==> config.mk <==
export PLATFORM = sky130hd
export DESIGN_NAME = pwm_timebase
export DESIGN_NICKNAME = d
export VERILOG_FILES = /design/src/rtl/pwm_tb_pkg.sv /design/src/rtl/pwm_tb_sync_gather.sv /design/src/rtl/pwm_tb_counter.sv /design/src/rtl/pwm_tb_syncout.sv /design/src/rtl/pwm_timebase.sv
export SDC_FILE = /design/constraint.sdc
export NUM_CORES = 1
export LEC_CHECK = 0
export ABC_CLOCK_PERIOD_IN_PS = 4600
export BUFFER_PORTS_ARGS = -buffer_cell sky130_fd_sc_hd__buf_2
export CAP_MARGIN = 10
export CORE_MARGIN = 4
export CORE_UTILIZATION = 55
export CTS_BUF_LIST = sky130_fd_sc_hd__clkbuf_2
export CTS_CLUSTER_SIZE = 25
export DETAILED_ROUTE_END_ITERATION = 12
export GPL_ROUTABILITY_DRIVEN = 1
export GPL_TIMING_DRIVEN = 0
export HOLD_SLACK_MARGIN = 0.03
export PLACE_DENSITY = 0.95
export REMOVE_ABC_BUFFERS = 1
export SLEW_MARGIN = 10
export SYNTH_ARGS = -nofsm -noshare
export SYNTH_HDL_FRONTEND = slang
export SYNTH_SLANG_ARGS = --single-unit
export TNS_END_PERCENT = 1
==> constraint.sdc <==
create_clock -name clk_i -period 4.6 [get_ports clk_i]
set_input_delay 0.69 -clock clk_i [delete_from_list [all_inputs] [get_ports clk_i]]
set_output_delay 0.69 -clock clk_i [all_outputs]
set_load 0.02 [all_outputs]
==> src/rtl/pwm_tb_pkg.sv <==
package pwm_tb_pkg;
  typedef enum logic [1:0] {
    CM_UP   = 2'd0,
    CM_DOWN = 2'd1,
    CM_UPDN = 2'd2,
    CM_UPDX = 2'd3
  } cnt_mode_e;

  typedef enum logic [1:0] {
    SO_OFF  = 2'd0,
    SO_PASS = 2'd1,
    SO_ZERO = 2'd2,
    SO_CMP  = 2'd3
  } so_sel_e;

  function automatic logic is_updn(input cnt_mode_e m);
    return m[1];
  endfunction
endpackage

==> src/rtl/pwm_tb_sync_gather.sv <==
module pwm_tb_sync_gather #(
  parameter int N_DC = 2
) (
  input  logic            clk_i,
  input  logic            rst_ni,
  input  logic            tb_en_i,
  input  logic            sync_i,
  input  logic            sw_sync_i,
  input  logic [N_DC-1:0] dc_evt_i,
  input  logic [N_DC-1:0] dc_en_i,
  output logic            sync_now_o
);
  logic [N_DC-1:0] dc_hit;
  logic            pend_q;
  logic            evt_now;

  for (genvar g = 0; g < N_DC; g++) begin : g_dc
    assign dc_hit[g] = dc_evt_i[g] & dc_en_i[g];
  end

  assign evt_now    = sync_i | sw_sync_i | (|dc_hit);
  assign sync_now_o = pend_q | evt_now;

  // events seen while the time base is stalled wait for the next enabled edge
  always_ff @(posedge clk_i or negedge rst_ni) begin
    if (!rst_ni)      pend_q <= 1'b0;
    else if (tb_en_i) pend_q <= 1'b0;
    else              pend_q <= sync_now_o;
  end
endmodule

==> src/rtl/pwm_tb_counter.sv <==
module pwm_tb_counter
  import pwm_tb_pkg::*;
#(
  parameter int CNT_W = 16
) (
  input  logic             clk_i,
  input  logic             rst_ni,
  input  logic             tb_en_i,
  input  cnt_mode_e        mode_i,
  input  logic [CNT_W-1:0] period_i,
  input  logic [CNT_W-1:0] phase_i,
  input  logic             load_i,
  input  logic             phase_dir_i,
  output logic [CNT_W-1:0] cnt_o,
  output logic             dir_o
);
  localparam logic [CNT_W-1:0] ONE  = CNT_W'(1);
  localparam logic [CNT_W-1:0] NONE = '0;

  logic [CNT_W-1:0] cnt_q, cnt_d;
  logic             dir_q, dir_d;
  logic             at_top, at_zero;

  assign at_top  = (cnt_q >= period_i);
  assign at_zero = (cnt_q == NONE);

  always_comb begin
    cnt_d = cnt_q;
    dir_d = dir_q;
    if (load_i) begin
      cnt_d = phase_i;
      if (is_updn(mode_i)) dir_d = phase_dir_i;
    end else begin
      unique case (mode_i)
        CM_UP:   cnt_d = at_top ? NONE : cnt_q + ONE;
        CM_DOWN: cnt_d = at_zero ? period_i : cnt_q - ONE;
        default: begin
          if (dir_q) begin
            if (at_top) begin
              dir_d = 1'b0;
              cnt_d = at_zero ? NONE : cnt_q - ONE;
            end else begin
              cnt_d = cnt_q + ONE;
            end
          end else begin
            if (at_zero) begin
              dir_d = 1'b1;
              cnt_d = (period_i == NONE) ? NONE : ONE;
            end else begin
              cnt_d = cnt_q - ONE;
            end
          end
        end
      endcase
    end
  end

  always_ff @(posedge clk_i or negedge rst_ni) begin
    if (!rst_ni) begin
      cnt_q <= '0;
      dir_q <= 1'b1;
    end else if (tb_en_i) begin
      cnt_q <= cnt_d;
      dir_q <= dir_d;
    end
  end

  always_comb begin
    unique case (mode_i)
      CM_UP:   dir_o = 1'b1;
      CM_DOWN: dir_o = 1'b0;
      default: dir_o = dir_q;
    endcase
  end

  assign cnt_o = cnt_q;
endmodule

==> src/rtl/pwm_tb_syncout.sv <==
module pwm_tb_syncout
  import pwm_tb_pkg::*;
#(
  parameter int CNT_W = 16
) (
  input  logic             clk_i,
  input  logic             rst_ni,
  input  logic             tb_en_i,
  input  so_sel_e          sel_i,
  input  logic             sync_now_i,
  input  logic [CNT_W-1:0] cnt_i,
  input  logic [CNT_W-1:0] cmp_i,
  output logic             sync_o
);
  logic fire;
  logic so_q;

  always_comb begin
    unique case (sel_i)
      SO_PASS: fire = sync_now_i;
      SO_ZERO: fire = (cnt_i == '0);
      SO_CMP:  fire = (cnt_i == cmp_i);
      default: fire = 1'b0;
    endcase
  end

  always_ff @(posedge clk_i or negedge rst_ni) begin
    if (!rst_ni) so_q <= 1'b0;
    else         so_q <= tb_en_i & fire;
  end

  assign sync_o = so_q;
endmodule

==> src/rtl/pwm_timebase.sv <==
module pwm_timebase
  import pwm_tb_pkg::*;
#(
  parameter int CNT_W = 16,
  parameter int N_DC  = 2
) (
  input  logic             clk_i,
  input  logic             rst_ni,
  input  logic             tb_en_i,
  input  logic [1:0]       mode_i,
  input  logic [CNT_W-1:0] period_i,
  input  logic [CNT_W-1:0] phase_i,
  input  logic [CNT_W-1:0] cmp_i,
  input  logic             phase_en_i,
  input  logic             phase_dir_i,
  input  logic             sync_i,
  input  logic             sw_sync_i,
  input  logic [N_DC-1:0]  dc_evt_i,
  input  logic [N_DC-1:0]  dc_en_i,
  input  logic [1:0]       syncout_sel_i,
  output logic [CNT_W-1:0] cnt_o,
  output logic             dir_o,
  output logic             zero_o,
  output logic             prd_o,
  output logic             sync_o
);
  logic      sync_now;
  logic      load;
  cnt_mode_e mode;
  so_sel_e   so_sel;

  assign mode   = cnt_mode_e'(mode_i);
  assign so_sel = so_sel_e'(syncout_sel_i);
  assign load   = sync_now & phase_en_i;

  pwm_tb_sync_gather #(.N_DC(N_DC)) u_gather (
    .clk_i      (clk_i),
    .rst_ni     (rst_ni),
    .tb_en_i    (tb_en_i),
    .sync_i     (sync_i),
    .sw_sync_i  (sw_sync_i),
    .dc_evt_i   (dc_evt_i),
    .dc_en_i    (dc_en_i),
    .sync_now_o (sync_now)
  );

  pwm_tb_counter #(.CNT_W(CNT_W)) u_cnt (
    .clk_i       (clk_i),
    .rst_ni      (rst_ni),
    .tb_en_i     (tb_en_i),
    .mode_i      (mode),
    .period_i    (period_i),
    .phase_i     (phase_i),
    .load_i      (load),
    .phase_dir_i (phase_dir_i),
    .cnt_o       (cnt_o),
    .dir_o       (dir_o)
  );

  pwm_tb_syncout #(.CNT_W(CNT_W)) u_so (
    .clk_i      (clk_i),
    .rst_ni     (rst_ni),
    .tb_en_i    (tb_en_i),
    .sel_i      (so_sel),
    .sync_now_i (sync_now),
    .cnt_i      (cnt_o),
    .cmp_i      (cmp_i),
    .sync_o     (sync_o)
  );

  assign zero_o = (cnt_o == '0);
  assign prd_o  = (cnt_o == period_i);
endmodule

==> results of run 1 <==
worst max-delay path by stage:
stage | from | to | slack [ps] | cells after the start
detailed placement | period_i[1] | u_cnt.cnt_o[2] | 910 | 9
global placement | period_i[2] | u_cnt.cnt_o[2] | 930 | 9
finish | u_cnt.cnt_o[2] | u_cnt.cnt_o[13] | 850 | 7
global route | u_cnt.cnt_o[0] | u_cnt.cnt_o[2] | 530 | 8
floorplan | period_i[2] | u_cnt.cnt_o[6] | 1950 | 8
CTS | u_cnt.cnt_o[2] | u_cnt.cnt_o[2] | 1040 | 7
state kept, by name, summed over array words and instances, names as in the netlist:
register,flops
u_gather.pend_q,1
u_cnt.cnt_o,16
u_cnt.dir_q,1
u_so.sync_o,1
cell families after synthesis:
group / Yosys count / synth area share
simple gates: 131 / 0.288
fa+ha+maj: 18 / 0.0879
mux: 2 / 0.00781
xor+xnor: 26 / 0.0889
flops: 19 / 0.186
compound gates: 98 / 0.258
buf+inv: 42 / 0.0840
layout make-up:
cell class | instances | area, um2 | share of cell area
multi-input cells | 275 | 1870 | 0.641
flip-flops and latches | 19 | 477 | 0.163
repair buffers | 82 | 410 | 0.141
inverters | 20 | 75.1 | 0.0257
well taps | 52 | 65.1 | 0.0223
clock buffers | 3 | 15.0 | 0.00515
clock inverters | 1 | 5.00 | 0.00172
synth_stat cells, types with 5 or more instances:
| master | instances |
|---|---|
| o21ai_0 | 23 |
| xnor2_1 | 22 |
| o31ai_1 | 6 |
| buf_2 | 6 |
| buf_6 | 5 |
| dfrtp_1 | 18 |
| ha_1 | 18 |
| nor2_1 | 26 |
| a21oi_1 | 20 |
| nand2_1 | 30 |
| a221oi_1 | 10 |
| nor4_1 | 11 |
| inv_1 | 19 |
| o22ai_1 | 5 |
| nand3_1 | 9 |
| nand4_1 | 7 |
| and2_1 | 6 |
| nor3_1 | 11 |
| clkbuf_1 | 7 |
per-layer routing:
layer / up-vias / global-route usage / share of wire
met3: 49 / 0.0473 / 0.14
met2: 275 / 0.449 / 0.46
met4: 0 / 0.118 / 0.032
met5: - / 0 / 0
li1: 1384 / - / -
met1: 1372 / 0.380 / 0.37
power by group:
group          switching (mW)  leakage, nW  internal [mW]  total, mW
Clock                  0.0635       0.0164         0.0197     0.0833
Combinational           0.303         1.05          0.228      0.531
Sequential              0.155        0.218          0.207      0.362
Total                   0.522         1.28          0.454      0.976
==> run summary, run 1 <==
Crit path buffers/inverters: 0
CP required: 4850 ps
Resized cells post-CTS: 0
Cells after synthesis: 336
Worst vdd ir: 0.000145 V
Final Core Density: 0.657
Tcrit/Tclk final: 0.814
RD Place Congestion: 0.941
Most Frequent Cell on Critical Path: o31ai_1
Diode count: 0
Slowest stage delay, CP: 1030 ps
Postcts setup bufs: 0
Reg clk slew, reported paths: 240 ps
RSZ-0062 raised after global routing: no
Core Box Area: 0.00444 mm2
# rows: 24
Max Fanout on Critical Path: 13
Per-cell routed wire length: 18.9 um
Post-synth EDFFs: 0
Fraction of registers with async set/reset: 1.00
Synth Cell Area: 0.00256 mm2
Antenna violations before repair: 0
Drt drc: 0
Commonest non-fill, non-tap cell in the layout: buf_2
Worst-Skew Late Latency: 330 ps
Crit path DAT: 3990 ps
DR pass1 iterations: 5
Power after layout: 976 uW
Root buffer cell: clkbuf_2
Share of layout cells above drive strength 1: 0.253
Count of input and output buffers: 82
CTS tree: yes
Vias in the first global route: 2864
Via count: 3080
Reg2reg path depth: 7
Post-synthesis sequential area ratio: 0.186
R2R Setup Slk: 850 ps
Setup-failing EPs final: 0
Synth area leader: dfrtp_1
Synth top area share: 0.176
PD cells: 334 mW/mm2
Die height: 76.3 um
Result of the run: finished clean
All-Layer GR Usage: 0.283
Reg-to-reg endpoint: u_cnt.cnt_o[13]
Pin count of the biggest net entering global routing: 25
Hold-fix buffers, CTS: 0
Drt total wl: 8560 um
Synth top area cells: dfrtp_1, ha_1, xnor2_1, o21ai_0, nand2_1
CP Capture Type: register
Dpl cells: 448
Dpl cell area: 0.00290 mm2
FILL cells: 393
Setup ws final: 855 ps
GRT overflow: 0
Final hold vios: 0
Max-slew headroom: 0.280
Leakage: 1.28 nW
Final #Nets: 482
Die area: 0.00581 mm2
Post-DP HPWL: 6310 um
WHS: 276 ps
Final instance area: 0.00292 mm2
DR vias/cell: 6.81
Peak Freq: 267 MHz
Commonest cells after routing, fill and taps aside: buf_2, nand2_1, nor2_1
H-tree depth: 1
Cts bufs inserted: 3
Slew at the pin with the worst max-slew slack: 1070 ps
Critical Path, Cell by Cell: ha_1 -> and4_1 -> o31ai_1 -> nand4b_1 -> nor3_1 -> a222oi_1 -> o31ai_1
Hold Path Class: in2async
Min cycle time layout: 3750 ps
Width of the die: 76.3 um
Post-Layout Cell Count: 452
First-pass GRT wire length: 13600 um
Main synth FF type: dfrtp_1
Max Cap Viol: 0
Clock Path Buffers: 2
Io pins: 83
Final Slew Violations: 0
Area delta synth->final: 13.9%
Startpoint Class: register
#FFs+latches synth: 19
DRT antenna net count: 0
Iteration-0 DRC Markers: 474
Ys Warns: 0
Clock sink count: 19
Setup WS pre-CTS: 907 ps
Fin Setup TNS: 0 ps
Avg Synthesized Cell Area: 7.63 um2
CP max-delay cell: nor3_1
Layout Skew: 14.0 ps
Cell variety after synth: 69
Setup CP Type: reg2reg
Initial Utilization: 0.577
Worst r2r src: u_cnt.cnt_o[2]
Kind of cell adding the most delay to the critical path: simple AND/OR/NAND/NOR gates
Note: power is estimated with default switching activity, not from simulation.
==> run 2: changes to the inputs <==
--- a/config.mk
+++ b/config.mk
@@ -5,18 +5,18 @@
 export SDC_FILE = /design/constraint.sdc
 export NUM_CORES = 1
 export LEC_CHECK = 0
-export ABC_CLOCK_PERIOD_IN_PS = 4600
+export ABC_CLOCK_PERIOD_IN_PS = 3610
 export BUFFER_PORTS_ARGS = -buffer_cell sky130_fd_sc_hd__buf_2
 export CAP_MARGIN = 10
 export CORE_MARGIN = 4
-export CORE_UTILIZATION = 55
+export CORE_UTILIZATION = 53
 export CTS_BUF_LIST = sky130_fd_sc_hd__clkbuf_2
 export CTS_CLUSTER_SIZE = 25
 export DETAILED_ROUTE_END_ITERATION = 12
 export GPL_ROUTABILITY_DRIVEN = 1
 export GPL_TIMING_DRIVEN = 0
 export HOLD_SLACK_MARGIN = 0.03
-export PLACE_DENSITY = 0.95
+export PLACE_DENSITY = 0.94
 export REMOVE_ABC_BUFFERS = 1
 export SLEW_MARGIN = 10
 export SYNTH_ARGS = -nofsm -noshare
==> constraint.sdc (replaced) <==
create_clock -name clk_i -period 3.61 [get_ports clk_i]
set_input_delay 0.5415 -clock clk_i [delete_from_list [all_inputs] [get_ports clk_i]]
set_output_delay 0.5415 -clock clk_i [all_outputs]
set_load 0.02 [all_outputs]
==> run summary, run 2 (synthesis results as in run 1) <==
Reg clk slew, reported paths: 220 ps
Slowest stage delay, CP: 700 ps
Dpl cells: 450
CP required: 3890 ps
Startpoint Class: register
DRT antenna net count: 0
Min cycle time layout: 3370 ps
Worst-Skew Late Latency: 350 ps
Initial Utilization: 0.546
Reg2reg path depth: 7
Drt total wl: 8610 um
Final Core Density: 0.623
# rows: 25
Post-DP HPWL: 6450 um
Width of the die: 77.5 um
All-Layer GR Usage: 0.273
Critical Path, Cell by Cell: ha_1 -> and4_1 -> o31ai_1 -> nand4b_1 -> nor2_1 -> a22oi_1 -> o211ai_1
Commonest non-fill, non-tap cell in the layout: buf_2
Result of the run: finished clean
Hold Path Class: in2async
Peak Freq: 297 MHz
Drt drc: 0
Final #Nets: 482
Dpl cell area: 0.00290 mm2
Clock Path Buffers: 2
GRT overflow: 0
H-tree depth: 1
Final Slew Violations: 0
Setup ws final: 244 ps
Final instance area: 0.00293 mm2
Worst path depth: 7
Crit path buffers/inverters: 0
Crit path DAT: 3650 ps
Resized cells post-CTS: 0
Commonest cells after routing, fill and taps aside: buf_2, nand2_1, nor2_1
Leakage: 1.28 nW
Setup WS pre-CTS: 185 ps
Pin count of the biggest net entering global routing: 25
First-pass GRT wire length: 13300 um
Share of layout cells above drive strength 1: 0.255
Setup-failing EPs final: 0
Core Box Area: 0.00469 mm2
Slew at the pin with the worst max-slew slack: 998 ps
Die area: 0.00601 mm2
Antenna violations before repair: 0
RD Place Congestion: 0.936
Area delta synth->final: 14.2%
Power after layout: 1.24 mW
Cts bufs inserted: 3
Kind of cell adding the most delay to the critical path: simple AND/OR/NAND/NOR gates
Setup CP Type: reg2reg
Max-slew headroom: 0.335
Per-cell routed wire length: 19.0 um
CP max-delay cell: dfrtp_1
RSZ-0062 raised after global routing: no
Max Cap Viol: 0
CP Capture Type: register
Worst vdd ir: 0.000207 V
DR pass1 iterations: 5
Post-Layout Cell Count: 454
Layout Skew: 13.6 ps
Vias in the first global route: 2794
Tcrit/Tclk final: 0.932
Max Fanout on Critical Path: 13
Die height: 77.5 um
Number of flip-flops under the largest register name: 16
Clock sink count: 19
Root buffer cell: clkbuf_2
Postcts setup bufs: 0
WHS: 108 ps
PD cells: 424 mW/mm2
CTS tree: yes
Hold-fix buffers, CTS: 0
Final hold vios: 0
Via count: 3037
Io pins: 83
DR vias/cell: 6.69
Count of input and output buffers: 82
Iteration-0 DRC Markers: 368
Diode count: 0
Fin Setup TNS: 0 ps
==> run 2: routing by layer <==
| metal | vias to the layer above | routed length (um) | GRT usage | part of all wire |
|---|---|---|---|---|
| met5 | - | 0 | 0 | 0 |
| met4 | 0 | 319 | 0.149 | 0.037 |
| met3 | 41 | 1090 | 0.0499 | 0.13 |
| met2 | 237 | 4050 | 0.450 | 0.47 |
| met1 | 1370 | 3150 | 0.335 | 0.37 |
| li1 | 1389 | - | - | - |
==> run 2: worst paths after layout <==
| kind | startpoint | endpoint | slack, ps |
|---|---|---|---|
| max | u_cnt.cnt_o[2] | u_cnt.cnt_o[5] | 240 |
| min | rst_ni | u_cnt.cnt_o[6] | 110 |
| max reg2reg | u_cnt.cnt_o[2] | u_cnt.cnt_o[5] | 240 |
| min reg2reg | u_gather.pend_q | u_gather.pend_q | 570 |
| max in group asynchronous | rst_ni | u_cnt.dir_q | 3140 |
| min in group clk_i | mode_i[1] | u_cnt.dir_q | 420 |
==> run 2: area by class of cell <==
type,instances,area [um2]
inverter,20,75.1
fill,436,1770
sequential,19,477
tap,54,67.6
clock buffer,3,15.0
timing repair buffer,82,410
clock inverter,1,5.00
multi-input combinational,275,1880
==> run 2: where the power goes <==
group | internal (mW) | switching (mW)
logic | 0.291 | 0.388
registers | 0.264 | 0.193
clock network | 0.0251 | 0.0789
